**config.mk**
```make
export PLATFORM = sky130hd
export DESIGN_NAME = spi_master_core
export DESIGN_NICKNAME = d
export VERILOG_FILES = /design/src/rtl/spi_mst_pkg.sv /design/src/rtl/spi_sck_div.sv /design/src/rtl/spi_order_map.sv /design/src/rtl/spi_data_regs.sv /design/src/rtl/spi_shift_engine.sv /design/src/rtl/spi_master_core.sv
export SDC_FILE = /design/constraint.sdc
export NUM_CORES = 1
export LEC_CHECK = 0
export CORE_UTILIZATION = 50
export DETAILED_ROUTE_END_ITERATION = 7
export DONT_BUFFER_PORTS = 1
export PLACE_DENSITY_LB_ADDON = 0.25
export SETUP_SLACK_MARGIN = 0.05
export SLEW_MARGIN = 25
export SYNTH_ARGS = -nofsm -noshare
export SYNTH_HDL_FRONTEND = slang
export SYNTH_SLANG_ARGS = --single-unit
```
**constraint.sdc**
```tcl
create_clock -name clk -period 6.49 [get_ports clk]
set_input_delay 0.9735 -clock clk [delete_from_list [all_inputs] [get_ports clk]]
set_output_delay 0.9735 -clock clk [all_outputs]
set_load 0.005 [all_outputs]
```
**src/rtl/spi_mst_pkg.sv**
```systemverilog
package spi_mst_pkg;

   typedef struct packed {
      logic cpol;
      logic cpha;
      logic wide;
      logic lsb;
   } spi_mode_t;

   typedef enum logic {
      ST_IDLE  = 1'b0,
      ST_SHIFT = 1'b1
   } spi_st_e;

endpackage

```
**src/rtl/spi_sck_div.sv**
```systemverilog
module spi_sck_div #(
   parameter int BR_W = 3
) (
   input  logic            clk,
   input  logic            rst_n,
   input  logic            run,
   input  logic            clr,
   input  logic [BR_W-1:0] br,
   output logic            tick
);
   localparam int CNT_W = (1 << BR_W) - 1;

   generate
      if (BR_W < 1 || BR_W > 4) begin : g_bad_br
         $error("spi_sck_div: BR_W must be 1..4");
      end
   endgenerate

   logic [CNT_W-1:0] cnt;
   logic [CNT_W:0]   half;
   logic [CNT_W:0]   half_m1;

   assign half    = (CNT_W+1)'(1) << br;
   assign half_m1 = half - (CNT_W+1)'(1);
   assign tick    = run && (cnt == half_m1[CNT_W-1:0]);

   always_ff @(posedge clk) begin
      if (!rst_n || clr || !run || tick) cnt <= '0;
      else                               cnt <= cnt + 1'b1;
   end

   AST_CNT_BOUND: assert property (@(posedge clk) disable iff (!rst_n)
      run |-> ({1'b0, cnt} < half));

endmodule

```
**src/rtl/spi_order_map.sv**
```systemverilog
module spi_order_map #(
   parameter int DATA_W   = 16,
   parameter int NARROW_W = 8
) (
   input  logic [DATA_W-1:0] d,
   input  logic              wide,
   input  logic              lsb,
   output logic [DATA_W-1:0] q
);
   logic [DATA_W-1:0]   rev_full;
   logic [NARROW_W-1:0] rev_low;

   generate
      for (genvar i = 0; i < DATA_W; i++) begin : g_full
         assign rev_full[i] = d[DATA_W-1-i];
      end
      for (genvar j = 0; j < NARROW_W; j++) begin : g_low
         assign rev_low[j] = d[NARROW_W-1-j];
      end
   endgenerate

   always_comb begin
      if (!lsb)     q = d;
      else if (wide) q = rev_full;
      else          q = {d[DATA_W-1:NARROW_W], rev_low};
   end

endmodule

```
**src/rtl/spi_data_regs.sv**
```systemverilog
module spi_data_regs #(
   parameter int DATA_W = 16
) (
   input  logic              clk,
   input  logic              rst_n,
   input  logic              en,
   input  logic              wr_en,
   input  logic [DATA_W-1:0] wr_data,
   input  logic              rd_en,
   input  logic              take,
   input  logic              store,
   input  logic [DATA_W-1:0] rx_in,
   output logic [DATA_W-1:0] tx_buf,
   output logic [DATA_W-1:0] rx_buf,
   output logic              txe,
   output logic              rxne,
   output logic              ovr
);
   always_ff @(posedge clk) begin
      if (!rst_n || !en) begin
         tx_buf <= '0;
         rx_buf <= '0;
         txe    <= 1'b1;
         rxne   <= 1'b0;
         ovr    <= 1'b0;
      end else begin
         if (wr_en) begin
            tx_buf <= wr_data;
            txe    <= 1'b0;
         end else if (take) begin
            txe <= 1'b1;
         end
         if (store) begin
            if (rxne && !rd_en) begin
               ovr <= 1'b1;
            end else begin
               rx_buf <= rx_in;
               rxne   <= 1'b1;
               if (rd_en) ovr <= 1'b0;
            end
         end else if (rd_en) begin
            rxne <= 1'b0;
            ovr  <= 1'b0;
         end
      end
   end

   AST_WR_CLEARS_TXE: assert property (@(posedge clk) disable iff (!rst_n)
      (en && wr_en) |=> (!txe || !en));
   AST_RD_CLEARS_RXNE: assert property (@(posedge clk) disable iff (!rst_n)
      (en && rd_en && !store) |=> !rxne);
   AST_OVR_HOLDS_DATA: assert property (@(posedge clk) disable iff (!rst_n)
      (en && store && rxne && !rd_en) |=> (!en || (ovr && $stable(rx_buf))));

endmodule

```
**src/rtl/spi_shift_engine.sv**
```systemverilog
module spi_shift_engine
   import spi_mst_pkg::*;
#(
   parameter int DATA_W   = 16,
   parameter int NARROW_W = 8,
   parameter int BR_W     = 3
) (
   input  logic              clk,
   input  logic              rst_n,
   input  logic              en,
   input  spi_mode_t         mode_in,
   input  logic [BR_W-1:0]   br_in,
   input  logic              tx_ready,
   input  logic [DATA_W-1:0] tx_word,
   input  logic              tick,
   input  logic              miso,
   output spi_mode_t         mode_eff,
   output logic [BR_W-1:0]   br_q,
   output logic              run,
   output logic              take,
   output logic              store,
   output logic [DATA_W-1:0] rx_word,
   output logic              busy,
   output logic              cs_n,
   output logic              sck,
   output logic              mosi
);
   localparam int EW = $clog2(2*DATA_W+1);
   localparam logic [EW-1:0] LAST_W = EW'(2*DATA_W);
   localparam logic [EW-1:0] LAST_N = EW'(2*NARROW_W);

   spi_st_e           state;
   spi_mode_t         mode_q;
   logic [EW-1:0]     idx;
   logic [EW-1:0]     last;
   logic [DATA_W-1:0] sreg;
   logic [DATA_W-1:0] rreg;
   logic [DATA_W-1:0] aligned;
   logic              sck_q;
   logic              cs_q;
   logic              hold;
   logic              at_end;

   assign mode_eff = (state == ST_IDLE) ? mode_in : mode_q;
   assign last     = mode_q.wide ? LAST_W : LAST_N;
   assign at_end   = (idx == last);
   assign aligned  = mode_eff.wide ? tx_word
                                   : {tx_word[NARROW_W-1:0], {(DATA_W-NARROW_W){1'b0}}};
   assign run      = (state == ST_SHIFT);
   assign take     = en && tx_ready && ((state == ST_IDLE) || (run && tick && at_end));
   assign store    = en && run && tick && at_end;
   assign rx_word  = rreg;
   assign busy     = run;
   assign cs_n     = cs_q;
   assign sck      = sck_q;
   assign mosi     = sreg[DATA_W-1];

   always_ff @(posedge clk) begin
      if (!rst_n) begin
         state  <= ST_IDLE;
         mode_q <= '0;
         br_q   <= '0;
         sck_q  <= 1'b0;
         cs_q   <= 1'b1;
         idx    <= '0;
         sreg   <= '0;
         rreg   <= '0;
         hold   <= 1'b0;
      end else if (!en) begin
         state  <= ST_IDLE;
         mode_q <= mode_in;
         br_q   <= br_in;
         sck_q  <= mode_in.cpol;
         cs_q   <= 1'b1;
         idx    <= '0;
         hold   <= 1'b0;
      end else if (state == ST_IDLE) begin
         mode_q <= mode_in;
         br_q   <= br_in;
         sck_q  <= mode_in.cpol;
         if (tx_ready) begin
            state <= ST_SHIFT;
            cs_q  <= 1'b0;
            idx   <= '0;
            sreg  <= aligned;
            rreg  <= '0;
            hold  <= mode_in.cpha;
         end
      end else if (tick) begin
         if (at_end) begin
            if (tx_ready) begin
               idx  <= '0;
               sreg <= aligned;
               rreg <= '0;
               hold <= mode_q.cpha;
            end else begin
               state <= ST_IDLE;
               cs_q  <= 1'b1;
            end
         end else begin
            sck_q <= ~sck_q;
            idx   <= idx + 1'b1;
            if (idx[0] == mode_q.cpha) rreg <= {rreg[DATA_W-2:0], miso};
            else if (hold)             hold <= 1'b0;
            else                       sreg <= {sreg[DATA_W-2:0], 1'b0};
         end
      end
   end

   AST_CFG_FROZEN: assert property (@(posedge clk) disable iff (!rst_n)
      (busy && $past(busy)) |-> ($stable(mode_q) && $stable(br_q)));
   AST_EDGE_BOUND: assert property (@(posedge clk) disable iff (!rst_n)
      busy |-> (idx <= last));
   AST_SCK_REST_AT_END: assert property (@(posedge clk) disable iff (!rst_n)
      store |-> (sck_q == mode_q.cpol));
   AST_CS_FOLLOWS_BUSY: assert property (@(posedge clk) disable iff (!rst_n)
      busy |-> !cs_q);

endmodule

```
**src/rtl/spi_master_core.sv**
```systemverilog
module spi_master_core
   import spi_mst_pkg::*;
#(
   parameter int DATA_W   = 16,
   parameter int NARROW_W = 8,
   parameter int BR_W     = 3
) (
   input  logic              clk,
   input  logic              rst_n,
   input  logic              en,
   input  logic              cpol,
   input  logic              cpha,
   input  logic              wide16,
   input  logic              lsb_first,
   input  logic [BR_W-1:0]   br,
   input  logic              wr_en,
   input  logic [DATA_W-1:0] wr_data,
   input  logic              rd_en,
   output logic [DATA_W-1:0] rd_data,
   output logic              txe,
   output logic              rxne,
   output logic              busy,
   output logic              ovr,
   output logic              sck,
   output logic              mosi,
   input  logic              miso,
   output logic              cs_n
);
   generate
      if (NARROW_W < 2 || NARROW_W >= DATA_W) begin : g_bad_w
         $error("spi_master_core: need 2 <= NARROW_W < DATA_W");
      end
   endgenerate

   spi_mode_t         mode_in;
   spi_mode_t         mode_eff;
   logic [BR_W-1:0]   br_q;
   logic [DATA_W-1:0] tx_buf;
   logic [DATA_W-1:0] tx_word;
   logic [DATA_W-1:0] rx_raw;
   logic [DATA_W-1:0] rx_word;
   logic              take;
   logic              store;
   logic              tick;
   logic              run;

   assign mode_in = '{cpol: cpol, cpha: cpha, wide: wide16, lsb: lsb_first};

   spi_data_regs #(.DATA_W(DATA_W)) u_regs (
      .clk(clk), .rst_n(rst_n), .en(en),
      .wr_en(wr_en), .wr_data(wr_data), .rd_en(rd_en),
      .take(take), .store(store), .rx_in(rx_word),
      .tx_buf(tx_buf), .rx_buf(rd_data),
      .txe(txe), .rxne(rxne), .ovr(ovr)
   );

   spi_order_map #(.DATA_W(DATA_W), .NARROW_W(NARROW_W)) u_tx_map (
      .d(tx_buf), .wide(mode_eff.wide), .lsb(mode_eff.lsb), .q(tx_word)
   );

   spi_order_map #(.DATA_W(DATA_W), .NARROW_W(NARROW_W)) u_rx_map (
      .d(rx_raw), .wide(mode_eff.wide), .lsb(mode_eff.lsb), .q(rx_word)
   );

   spi_sck_div #(.BR_W(BR_W)) u_div (
      .clk(clk), .rst_n(rst_n), .run(run), .clr(take), .br(br_q), .tick(tick)
   );

   spi_shift_engine #(.DATA_W(DATA_W), .NARROW_W(NARROW_W), .BR_W(BR_W)) u_eng (
      .clk(clk), .rst_n(rst_n), .en(en),
      .mode_in(mode_in), .br_in(br),
      .tx_ready(!txe), .tx_word(tx_word), .tick(tick), .miso(miso),
      .mode_eff(mode_eff), .br_q(br_q), .run(run),
      .take(take), .store(store), .rx_word(rx_raw),
      .busy(busy), .cs_n(cs_n), .sck(sck), .mosi(mosi)
   );

endmodule

```
[Yosys cells after proc, flatten, opt, wreduce, memory -nomap -nowiden]
Cells that the tools add are included.
Word-level totals
  logic and storage cells: 120
  output and inout bits: 23
  flip-flop bits (word level): 90
  bits of input ports: 29
Operators by class
  shift operators: 1
  reductions and logical operators: 29
  add/sub/neg operators: 3
  multiplexer cells: 52
  bitwise operators: 3
  eq/ne operators: 15
Operator list (number)
  16-bit two-way mux: 16
  6-bit two-way mux: 5
  1-bit two-way mux: 27
  3-bit != test (second input constant): 6
  3-bit two-way mux: 4
  4-bit AND reduction: 3
  2-bit != test (second input constant): 5
  1-bit logical AND: 9
  2-bit AND reduction: 4
  7-bit by 1-bit adder with 7-bit output (second input constant): 1
  7-bit equality test: 1
  1-bit by 3-bit left shift with 7-bit output (first input constant): 1
  7-bit by 1-bit subtractor with 7-bit output (second input constant): 1
  6-bit by 1-bit adder with 6-bit output (second input constant): 1
  6-bit equality test: 1
  1-bit zero test: 5
  1-bit logical OR: 5
  2-bit nonzero test: 2
  1-bit NOT: 3
  3-bit AND reduction: 1
  2-bit by 1-bit != test with 1-bit output (second input constant): 1
  1-bit equality test: 1

[Depth between registers and ports, before layout]
  depth in word-level cells: 11
  depth in mapped cells: 13
  gate-level depth less buffers: 9

[Cells and area by module]
From an unflattened synthesis, not the netlist that was laid out.
Second synthesis, totals
  cell total of the unflattened synthesis: 552
  area total of the unflattened synthesis: 5119.9 um2
By module, submodules not included
  spi_shift_engine: cells an instance 286, instances 1, area each 2552.4 um2, seq. area each 980.9 um2
  spi_data_regs: cells an instance 135, instances 1, area each 1385.1 um2, seq. area each 700.7 um2
  spi_order_map: cells an instance 36, instances 2, area each 316.6 um2, seq. area each 0.0 um2
  spi_sck_div: cells an instance 58, instances 1, area each 545.5 um2, seq. area each 140.1 um2
  spi_master_core: cells an instance 1, instances 1, area each 3.8 um2, seq. area each 0.0 um2

[Worst setup path before layout]
No wires, ideal clock.
  path type: reg-to-reg
  start: reg u_eng.br_q[0]
  end: reg u_regs.rx_buf[4]
  slack: 3.387 ns
  clock period less this slack: 3.103 ns
  required time: 6.362 ns
  stages on the path, launching flop included: 11
  library setup time: 0.128 ns
  arrival time: 2.976 ns
  path through: dfxtp_1 -> buf_6 -> or3_4 -> ha_1 -> or4_1 -> o211ai_1 -> a32oi_1 -> a2111oi_4 -> buf_6 -> mux2i_1 -> nor2_1
Between the ends
  cells in the longest elaborated chain, start to end: 7
Ends and longest elaborated chain
  from (decl): RTL line spi_shift_engine.sv:18  | output logic [BR_W-1:0] br_q,
  from (signal assigned): RTL line spi_shift_engine.sv:72  | br_q <= br_in;
  from (signal assigned): RTL line spi_shift_engine.sv:79  | br_q <= br_in;
  1-bit by 3-bit left shift with 7-bit output: RTL line spi_sck_div.sv:23  | assign half = (CNT_W+1)'(1) << br;
  7-bit by 1-bit subtractor with 7-bit output: RTL line spi_sck_div.sv:24  | assign half_m1 = half - (CNT_W+1)'(1);
  7-bit equality test: RTL line spi_sck_div.sv:25  | assign tick = run && (cnt == half_m1[CNT_W-1:0]);
  1-bit logical AND: RTL line spi_sck_div.sv:25
  1-bit logical AND (2 in series): RTL line spi_shift_engine.sv:51  | assign store = en && run && tick && at_end;
  2-bit AND reduction (no source line)
  to (signal assigned): RTL line spi_data_regs.sv:37  | rx_buf <= rx_in;
  to (decl): RTL line spi_data_regs.sv:14  | output logic [DATA_W-1:0] rx_buf,
No other way between the ends.
A chain may end at the register's enable or synchronous reset.

[Worst setup path in the final report]
  start: reg u_eng.br_q[0]
  end: reg u_eng.rreg[10], in the netlist u_eng.rx_word[10]
Between the ends
  cells in the longest elaborated chain, start to end: 6
Ends and longest elaborated chain
  1-bit by 3-bit left shift with 7-bit output: RTL line spi_sck_div.sv:23
  7-bit by 1-bit subtractor with 7-bit output: RTL line spi_sck_div.sv:24
  7-bit equality test: RTL line spi_sck_div.sv:25
  1-bit logical AND: RTL line spi_sck_div.sv:25
  2-bit != test (no source line)
  3-bit AND reduction (no source line)
  to (signal assigned): RTL line spi_shift_engine.sv:103  | if (idx[0] == mode_q.cpha) rreg <= {rreg[DATA_W-2:0], miso};
  to (decl): RTL line spi_shift_engine.sv:37  | logic [DATA_W-1:0] rreg;
No other way between the ends.

==> impl_metrics.yaml <==
route:
  vias: 3399
  drt_drc_violations_left: 0
  first_pass_iters: 5
  wl_per_cell_um: 16.5
  drtIter0Drc: 200
  drtAntennaViolNets: 0
  drt_wl_total_mm: 9.36
  vias_per_std_cell: 5.99
logic_synthesis:
  synth_fp_nets: 509
  postSynth.topFlopCell: "sky130_fd_sc_hd__dfxtp_1"
  syn_area_um2: 4390
  post_synth_inst_count: 476
  async_reset_ff_frac: 0
  ys_seq_area_frac: 0.410
  synth-edff-count: 0
  synth.avg_cell_area_um2: 9.23
  postSynthRegisterBits: 90
  synth.lib_cells_used.distinct: 60
  ys.warnings.count: 0
setup_path:
  setup.worst_path.start: "u_eng.br_q[0]$_SDFFE_PN0P_"
  critical_path_arrival_ns: 3.69
  r2r_start: "u_eng.br_q[0]$_SDFFE_PN0P_"
  critPathKind: "reg2reg"
  reg2reg_depth: 8
  critical_path.reg2reg.endpoint: "u_eng.rx_word[10]$_SDFFE_PN0P_"
  regToRegSetupSlack_ns: 3.10
  critical_path.startpoint_type: "flip-flop"
  crit_path_end_kind: "flip-flop"
  worst-path-max-fanout: 16
  worst_setup_endpoint: "u_eng.rx_word[10]$_SDFFE_PN0P_"
  critPathRequiredTime_ns: 6.79
pwr:
  seq_power_share: 0.520
  leakage_uw: 0.00168
  vdd.ir_drop.worst_v: 0.000118
  swShare: 0.257
  share_clk_of_total_power: 0.391
  power_density_nw_per_um2: 239
  netSwitchingPower_uw: 283
  cell_internal_pwr_uw: 820
  p_comb_frac: 0.089
  overall_power_uw: 1100
final_layout:
  drive_gt1_frac: 0.108
  areaGrowthSynthToFinish_pct: 5.07
  finalNetCount: 490
  final_cell_mix: "sky130_fd_sc_hd__dfxtp_1 (90), sky130_fd_sc_hd__mux2i_1 (58), sky130_fd_sc_hd__nor2_1 (53)"
  utilization: 0.554
  num_antenna_cells: 0
  layout_commonest_cell: "sky130_fd_sc_hd__dfxtp_1"
job:
  cap_viol_max_count: 0
clock_network:
  clock_tree.buffer_depth: 2
  cts-hold-fix-buffers: 0
  cts_post_setup_buffers_inserted: 0
  cts_num_sinks: 90
  clock_insertion_delay_worst_skew_ns: 0.36
  post_cts_resized: 0
  cts.clk_slew.worst_paths_ns: 0.09
  tritoncts: "yes"
  cts_buffers: 9
  cts_root_buffer: "sky130_fd_sc_hd__clkbuf_8"
  cts_htree_levels: 3
floorplan:
  overall_die_height_um: 95.7
  num_rows: 33
  io_pins: 52
  core_area_um2: 8340
  horizontal_extent_of_the_die_um: 95.7
  initial_utilization: 0.527
  die_area_um2: 9170
sta:
  totalNegativeSetupSlack_ns: 0
  clock_skew_ns: 0.00928
  final_min_period_over_clock_period: 0.522
  finalSetupViolCount: 0
  clock.fmax_ghz: 0.295
  worst_slew_margin_rel: 0.383
  timing_worst_slew_pin_value_ns: 0.925
  number_of_hold_slack_violations_in_the_final_timing_report: 0
  drv_slew: 0
  timing.hold.ws_ns: 0.475
  min_period_ns: 3.39
  rsz_0062_raised_after_global_routing: "no"
global_routing:
  grt_pass1_wl_mm: 15.4
  number_of_antenna_violations_at_the_first_check_in_global_routing: 0
  first_global_vias: 3198
  grt-ovfl-total: 0
  grt_start_max_net_pins: 42
  grt_use_total: 0.217
place:
  dp.final_hpwl_mm: 6.54
  routabilityCongestion: 0.849
  port-buffer-count: 0
outcome:
  outcome: "complete, no violations"
hold_path:
  min_path_type: "reg2reg"
-- logic make-up (layout without fill, tap and decap cells) --
family	Yosys count	count (layout)	share of synthesized area
xor+xnor	12	12	0.0239
fa+ha+maj	4	4	0.0114
buf+inv	43	29	0.0487
flops	90	90	0.410
simple gates	141	141	0.147
mux	60	60	0.137
compound gates	126	126	0.222
-- metal layers --
metal  part of all wire  GRT usage  vias up
met2               0.43      0.333      106
met5                  0          0        -
met4              0.017     0.0709        0
met1               0.49      0.298     1589
met3              0.066     0.0537       12
li1                   -          -     1692
-- power by group through the flow --
stage                     clock network (uW)  registers, uW  logic, uW
final                                    432            574       98.1
after global placement                     0            586       95.9
after floorplan                            0            580       91.4
after CTS                                439            574       98.2
after global routing                     460            576        108
after detailed placement                   0            587       97.8
-- layout make-up --
cell class | instances | area, um2
Clock buffer | 9 | 124
Clock inverter | 7 | 101
Fill cell | 755 | 3720
Inverter | 9 | 33.8
Multi-Input combinational cell | 343 | 2390
Sequential cell | 90 | 1800
Tap cell | 105 | 131
Timing Repair Buffer | 4 | 30.0
-- state kept, by name (all words and copies together), names as in the netlist --
name,count
u_regs.rxne,1
u_eng.sck,1
u_eng.idx,6
u_eng.busy,1
u_eng.cs_n,1
u_eng.hold,1
u_div.cnt,7
u_eng.mode_q,3
u_regs.tx_buf,16
u_eng.rx_word,16
u_regs.ovr,1
u_regs.txe,1
u_regs.rx_buf,16
u_eng.sreg,16
u_eng.br_q,3
-- worst min-delay path by stage --
stage / startpoint / to / cells after the start
floorplan: u_eng.mode_q[0]$_SDFF_PN0_ / u_eng.mode_q[0]$_SDFF_PN0_ / 2
global placement: u_eng.sreg[13]$_SDFFE_PN0P_ / u_eng.sreg[13]$_SDFFE_PN0P_ / 2
detailed placement: u_eng.sreg[7]$_SDFFE_PN0P_ / u_eng.sreg[7]$_SDFFE_PN0P_ / 1
CTS: u_eng.sreg[13]$_SDFFE_PN0P_ / u_eng.sreg[13]$_SDFFE_PN0P_ / 2
global route: u_eng.sreg[3]$_SDFFE_PN0P_ / u_eng.sreg[3]$_SDFFE_PN0P_ / 1
finish: u_eng.sreg[13]$_SDFFE_PN0P_ / u_eng.sreg[13]$_SDFFE_PN0P_ / 2
-- metrics by stage --
step	setup WS (ns)	instances	cell area (um2)
finish	3.10	567	4620
global route	2.88	567	4620
CTS	3.12	567	4620
detailed placement	3.15	551	4390
global placement	3.22	551	4390
floorplan	3.39	476	4390
-- Yosys cell counts, types with 2 or more instances --
cell type / instances / share of area
sky130_fd_sc_hd__a211oi_1: 3 / 0.0051
sky130_fd_sc_hd__a211oi_2: 8 / 0.023
sky130_fd_sc_hd__a21oi_1: 22 / 0.025
sky130_fd_sc_hd__a22o_1: 19 / 0.038
sky130_fd_sc_hd__a22oi_1: 6 / 0.010
sky130_fd_sc_hd__a31oi_1: 3 / 0.0043
sky130_fd_sc_hd__a32o_1: 10 / 0.023
sky130_fd_sc_hd__a32oi_1: 2 / 0.0040
sky130_fd_sc_hd__and3_1: 3 / 0.0043
sky130_fd_sc_hd__buf_1: 3 / 0.0026
sky130_fd_sc_hd__buf_2: 3 / 0.0034
sky130_fd_sc_hd__buf_6: 6 / 0.015
sky130_fd_sc_hd__clkbuf_1: 21 / 0.018
sky130_fd_sc_hd__dfxtp_1: 90 / 0.41
sky130_fd_sc_hd__ha_1: 4 / 0.011
sky130_fd_sc_hd__inv_1: 8 / 0.0068
sky130_fd_sc_hd__mux2i_1: 60 / 0.14
sky130_fd_sc_hd__nand2_1: 47 / 0.040
sky130_fd_sc_hd__nand3_1: 9 / 0.010
sky130_fd_sc_hd__nor2_1: 53 / 0.045
sky130_fd_sc_hd__nor2_2: 8 / 0.011
sky130_fd_sc_hd__nor3_1: 3 / 0.0034
sky130_fd_sc_hd__nor3b_1: 2 / 0.0034
sky130_fd_sc_hd__o211ai_1: 4 / 0.0068
sky130_fd_sc_hd__o21ai_0: 26 / 0.030
sky130_fd_sc_hd__o22ai_1: 5 / 0.0071
sky130_fd_sc_hd__or2_2: 3 / 0.0043
sky130_fd_sc_hd__or3_1: 2 / 0.0028
sky130_fd_sc_hd__or4_1: 2 / 0.0034
sky130_fd_sc_hd__xnor2_1: 9 / 0.018
sky130_fd_sc_hd__xor2_1: 3 / 0.0060
-- critical path: stages (launching register included) --
cell and delay (ns):
sky130_fd_sc_hd__dfxtp_1 0.41, sky130_fd_sc_hd__or3_4 0.42, sky130_fd_sc_hd__ha_1 0.30, sky130_fd_sc_hd__or4_1 0.50
sky130_fd_sc_hd__o211ai_1 0.10, sky130_fd_sc_hd__a32oi_1 0.35, sky130_fd_sc_hd__a211o_4 0.47, sky130_fd_sc_hd__nor3_4 0.56
sky130_fd_sc_hd__a22o_1 0.22
Power figures use the tool's default switching activity.
